## src/rtl/fsc_pkg.sv

```systemverilog
package fsc_pkg;
    localparam int WORD_W     = 32;
    localparam int SRC_W      = 64;
    localparam int FIELD_W    = 4;
    localparam int NUM_FIELDS = 8;
    localparam int CR_W       = 4;
    localparam int PRIM_W     = 6;
    localparam int EXT_W      = 10;

    localparam logic [PRIM_W-1:0] PRIMARY_OP = 6'd63;
    localparam logic [EXT_W-1:0]  EXT_OP     = 10'd711;

    // Instruction layout, most significant bit first
    typedef struct packed {
        logic [PRIM_W-1:0]     primary;
        logic                  len_sel;
        logic [NUM_FIELDS-1:0] fmask;
        logic                  width_sel;
        logic [4:0]            src_idx;
        logic [EXT_W-1:0]      ext;
        logic                  record;
    } fmove_instr_t;

    typedef struct packed {
        logic                  write_en;
        logic                  record_en;
        logic                  illegal;
        logic [NUM_FIELDS-1:0] fmask;
    } fmove_ctl_t;

    function automatic fmove_instr_t split_word(input logic [WORD_W-1:0] w);
        return fmove_instr_t'(w);
    endfunction

    function automatic logic opcode_hit(input fmove_instr_t i);
        return (i.primary == PRIMARY_OP) && (i.ext == EXT_OP);
    endfunction
endpackage

```

## src/rtl/fsc_decode.sv

```systemverilog
module fsc_decode
    import fsc_pkg::*;
(
    input  logic              clk,
    input  logic              rst,
    input  logic              valid,
    input  logic [WORD_W-1:0] word,
    output fmove_ctl_t        ctl
);
    fmove_instr_t fields;
    logic         hit;
    logic         unused_fields;

    assign fields = split_word(word);
    assign hit    = opcode_hit(fields);
    // width/length selectors and register index play no part here
    assign unused_fields = ^{fields.len_sel, fields.width_sel, fields.src_idx};

    always_comb begin
        ctl.write_en  = valid && hit;
        ctl.record_en = valid && hit && fields.record;
        ctl.illegal   = valid && !hit;
        ctl.fmask     = fields.fmask;
    end

    p_single_outcome_r9: assert property (@(posedge clk) disable iff (rst)
        !(ctl.write_en && ctl.illegal));
    p_record_needs_write_r7: assert property (@(posedge clk) disable iff (rst)
        ctl.record_en |-> ctl.write_en);
    p_idle_quiet_r10: assert property (@(posedge clk) disable iff (rst)
        !valid |-> !(ctl.write_en || ctl.illegal));
endmodule

```

## src/rtl/fsc_mask_expand.sv

```systemverilog
module fsc_mask_expand #(
    parameter int NUM_FIELDS = 8,
    parameter int FIELD_W    = 4,
    localparam int MASK_W    = NUM_FIELDS * FIELD_W
) (
    input  logic [NUM_FIELDS-1:0] fmask,
    output logic [MASK_W-1:0]     nib_mask
);
    for (genvar n = 0; n < NUM_FIELDS; n++) begin : g_field
        assign nib_mask[n*FIELD_W +: FIELD_W] = {FIELD_W{fmask[n]}};
    end

    always_comb begin
        p_mask_width_r3: assert ($countones(nib_mask) == FIELD_W * $countones(fmask));
    end
endmodule

```

## src/rtl/fsc_status_reg.sv

```systemverilog
module fsc_status_reg #(
    parameter int WIDTH = 32
) (
    input  logic             clk,
    input  logic             rst,
    input  logic             write_en,
    input  logic [WIDTH-1:0] mask,
    input  logic [WIDTH-1:0] src_lo,
    output logic [WIDTH-1:0] merged,
    output logic [WIDTH-1:0] q
);
    assign merged = (q & ~mask) | (src_lo & mask);

    always_ff @(posedge clk) begin
        if (rst)           q <= '0;
        else if (write_en) q <= merged;
    end

    p_hold_idle_r10: assert property (@(posedge clk) disable iff (rst)
        !write_en |=> $stable(q));
    p_keep_clear_r4: assert property (@(posedge clk) disable iff (rst)
        write_en |=> ((q ^ $past(q)) & ~$past(mask)) == '0);
    p_load_set_r3: assert property (@(posedge clk) disable iff (rst)
        write_en |=> ((q ^ $past(src_lo)) & $past(mask)) == '0);
endmodule

```

## src/rtl/fsc_field_mover.sv

```systemverilog
module fsc_field_mover
    import fsc_pkg::*;
(
    input  logic              clk,
    input  logic              rst,
    input  logic              instr_valid,
    input  logic [WORD_W-1:0] instr_word,
    input  logic [SRC_W-1:0]  src_operand,
    output logic [WORD_W-1:0] status_q,
    output logic              cr1_we,
    output logic [CR_W-1:0]   cr1_data,
    output logic              illegal
);
    localparam int MASK_W = NUM_FIELDS * FIELD_W;

    fmove_ctl_t        ctl;
    logic [MASK_W-1:0] nib_mask;
    logic [WORD_W-1:0] merged;
    logic              unused_src_hi;

    assign unused_src_hi = ^src_operand[SRC_W-1:WORD_W];

    fsc_decode u_decode (
        .clk   (clk),
        .rst   (rst),
        .valid (instr_valid),
        .word  (instr_word),
        .ctl   (ctl)
    );

    fsc_mask_expand #(.NUM_FIELDS(NUM_FIELDS), .FIELD_W(FIELD_W)) u_expand (
        .fmask    (ctl.fmask),
        .nib_mask (nib_mask)
    );

    fsc_status_reg #(.WIDTH(WORD_W)) u_reg (
        .clk      (clk),
        .rst      (rst),
        .write_en (ctl.write_en),
        .mask     (nib_mask),
        .src_lo   (src_operand[WORD_W-1:0]),
        .merged   (merged),
        .q        (status_q)
    );

    assign cr1_we   = ctl.record_en;
    assign cr1_data = ctl.record_en ? merged[WORD_W-1 -: CR_W] : '0;
    assign illegal  = ctl.illegal;

    p_cr1_follows_r6: assert property (@(posedge clk) disable iff (rst)
        cr1_we |=> status_q[WORD_W-1 -: CR_W] == $past(cr1_data));
    p_illegal_no_record_r9: assert property (@(posedge clk) disable iff (rst)
        illegal |-> !cr1_we);
    p_illegal_holds_r9: assert property (@(posedge clk) disable iff (rst)
        illegal |=> $stable(status_q));
endmodule

```

## config.mk

```make
export PLATFORM = sky130hd
export DESIGN_NAME = fsc_field_mover
export DESIGN_NICKNAME = d
export VERILOG_FILES = /design/src/rtl/fsc_pkg.sv /design/src/rtl/fsc_decode.sv /design/src/rtl/fsc_mask_expand.sv /design/src/rtl/fsc_status_reg.sv /design/src/rtl/fsc_field_mover.sv
export SDC_FILE = /design/constraint.sdc
export NUM_CORES = 1
export LEC_CHECK = 0
export ABC_AREA = 1
export BUFFER_PORTS_ARGS = -buffer_cell sky130_fd_sc_hd__buf_2
export CAP_MARGIN = 20
export CORE_MARGIN = 2
export CORE_UTILIZATION = 30
export DETAILED_ROUTE_END_ITERATION = 8
export REMOVE_ABC_BUFFERS = 1
export SLEW_MARGIN = 20
export SYNTH_ARGS = -nofsm -noshare
export SYNTH_HDL_FRONTEND = slang
export SYNTH_HIERARCHICAL = 1
export SYNTH_SLANG_ARGS = --single-unit
```

## constraint.sdc

```tcl
create_clock -name clk -period 1.3 [get_ports clk]
set_input_delay 0.195 -clock clk [delete_from_list [all_inputs] [get_ports clk]]
set_output_delay 0.195 -clock clk [all_outputs]
set_load 0.005 [all_outputs]
```

==> flow_summary.toml <==
[outcome]
status = "finished, final reports clean"

[yosys]
syn_inst = 374
syn_area_um2 = 2180
ys_warn_count = 6
syn_avg_cell_area_um2 = 5.82

[floorplan]
die-area_um2 = 7950
placementRows = 31
die_h_um = 89.2
io_pins = 137
core-area_um2 = 7140
initial_utilization = 0.305
die_x_um = 89.2

[timing]
grt_setup_unrepaired = "yes"
worst_pin_slew_ns = 0.179
timing.final.hold_violations = 0
fmax_mhz = 812
setup_viol_count_final = 0
fin_tns_setup_ns = 0
final.min_clock_period_ns = 1.23
clock_skew_ns = 0
slew_violations = 0
holdWs_ns = 0.207
slew_headroom = 0.880
post-route-period-util = 0.948

[layout]
syn_to_final_growth_pct = 20.3
antenna_cells = 0
fillers = 805
fin_nets = 531
drive_gt1_frac = 0.284
largest_register_ffs = 32
largestRegisters = "u_reg/q (32)"
max_flop_register = "u_reg/q"

[routing]
wl_met3_um = 408
wl_met2_mm = 2.02
num_vias = 2104
dr.pass1.iters = 4
highest_layer = "met4"
drc_errors = 0
ant_nets = 0
wl_per_cell_um = 8.70
drtIter0Drc = 77
wirelength_mm = 4.63
wl_met1_mm = 2.15
vias_per_cell = 3.95

[worst_setup_path]
critPathMaxFanout = 5
crit_path_start_kind = "input port"
worstPathRequired_ns = 1.11
worstSetupPathType = "input port to primary output"
r2r_slack_ns = 0.64
worstPathArrival_ns = 1.04
rr_worst_depth = 4
rr_startpoint = "u_reg/q[29]$_SDFFE_PP0P_"
cp-end-kind = "primary output"
r2r-end = "u_reg/q[29]$_SDFFE_PP0P_"

[global_routing]
grt_use_total = 0.118
grt_pass1_wl_mm = 7.53
antenna_found_initial = 0
grt-ovfl-total = 0
grt_max_degree = 39
grt_pass1_vias = 1844

[clocking]
cts.clk_slew.worst_paths_ns = 0.06
cts_buffers = 5
h-tree-depth = 2
cts_num_sinks = 32
cts_buffer_depth = 2
ctsRootBufferMaster = "clkbuf_8"
insertion_delay_ns = 0.27
cts-hold-fix-buffers = 0
cts_tree = "built"

[hold_path]
worstHoldEndpoint = "u_reg/q[19]$_SDFFE_PP0P_"
min_path_cells = 5
hp-class = "input port to flop"
hold_start = "src_operand[19]"

[placed_design]
port_buffers = 97
gp_congestion = 0.745
hpwl_mm = 3.34

[power_and_ir_drop]
irDropWorstVdd_mv = 0.399
powerDensity_nw_per_um2 = 753
leakage_nw = 1.61

[flow_run]
drv_cap = 0
[per-stage QoR]
step                       util  instance area [um2]  setup WS [ns]  instances  total power, mW
after floorplan               -                 1790         -0.562        324             1.06
after global placement    0.345                 2460        -0.0370        523             1.19
after detailed placement  0.345                 2460        -0.0799        523             1.20
after CTS                 0.360                 2570       0.000834        532             2.01
after global routing      0.367                 2620        -0.0236        532             2.10
final                     0.367                 2620         0.0680        532             1.97
[metal layers]
metal | up-vias | GRT usage
met5 | - | 0
met3 | 7 | 0.0342
met2 | 76 | 0.206
met1 | 871 | 0.141
li1 | 1150 | -
met4 | 0 | 0.0326
[timing repair]
| item | 4_1_cts | 5_1_grt |
|---|---|---|
| endpoints found under the setup margin | 4 | 23 |
| pin swaps | 3 | 10 |
| resized for setup | 1 | 17 |
| setup buffers | 1 | 0 |
[where the power goes]
| group | switching, mW | total (mW) | internal (mW) |
|---|---|---|---|
| clock | 0.347 | 0.778 | 0.432 |
| combinational | 0.110 | 0.213 | 0.104 |
| sequential | 0.0000103 | 0.980 | 0.980 |
| total | 0.456 | 1.97 | 1.52 |
[worst max-delay path by stage]
stage | startpoint | end | slack, ns | cells past startpoint
2_1_floorplan | instr_word[6] | u_reg/q[0]$_SDFFE_PP0P_ | -0.56 | 8
3_3_place_gp | instr_word[6] | cr1_data[1] | -0.04 | 9
3_5_place_dp | instr_word[6] | u_reg/q[17]$_SDFFE_PP0P_ | -0.08 | 11
4_1_cts | instr_word[6] | cr1_data[1] | 0.0008 | 9
5_1_grt | instr_word[10] | cr1_data[1] | -0.02 | 10
6_report | instr_word[10] | cr1_data[1] | 0.07 | 10
[final cells by class]
type / instances / area (um2) / area share
timing repair buffer: 101 / 578 / 0.221
multi-input combinational: 215 / 897 / 0.343
clock buffer: 8 / 90.1 / 0.0344
sequential: 32 / 641 / 0.245
tap: 99 / 124 / 0.0473
inverter: 77 / 289 / 0.110
[worst max-delay path: stages]
cell and delay (ns):
buf_6 0.07, inv_2 0.02, nor2_2 0.11, nand2_2 0.08, nor2_4 0.09, nand3_2 0.11
nor2_4 0.14, nand2_1 0.08, inv_1 0.05, buf_2 0.10
[cell usage in the layout, fill, tap and decap left out]
master / count
nand3_1: 32
nand3_2: 1
inv_1: 72
nand2_1: 106
dfxtp_1: 32
buf_2: 93
buf_4: 1
nand2_2: 5
inv_2: 5
a21oi_1: 1
buf_12: 3
nor2_2: 2
clkbuf_1: 2
nand4_1: 1
nor2_1: 64
nor2_4: 3
clkbuf_8: 6
buf_6: 4
(Power assumes the default switching activity.)
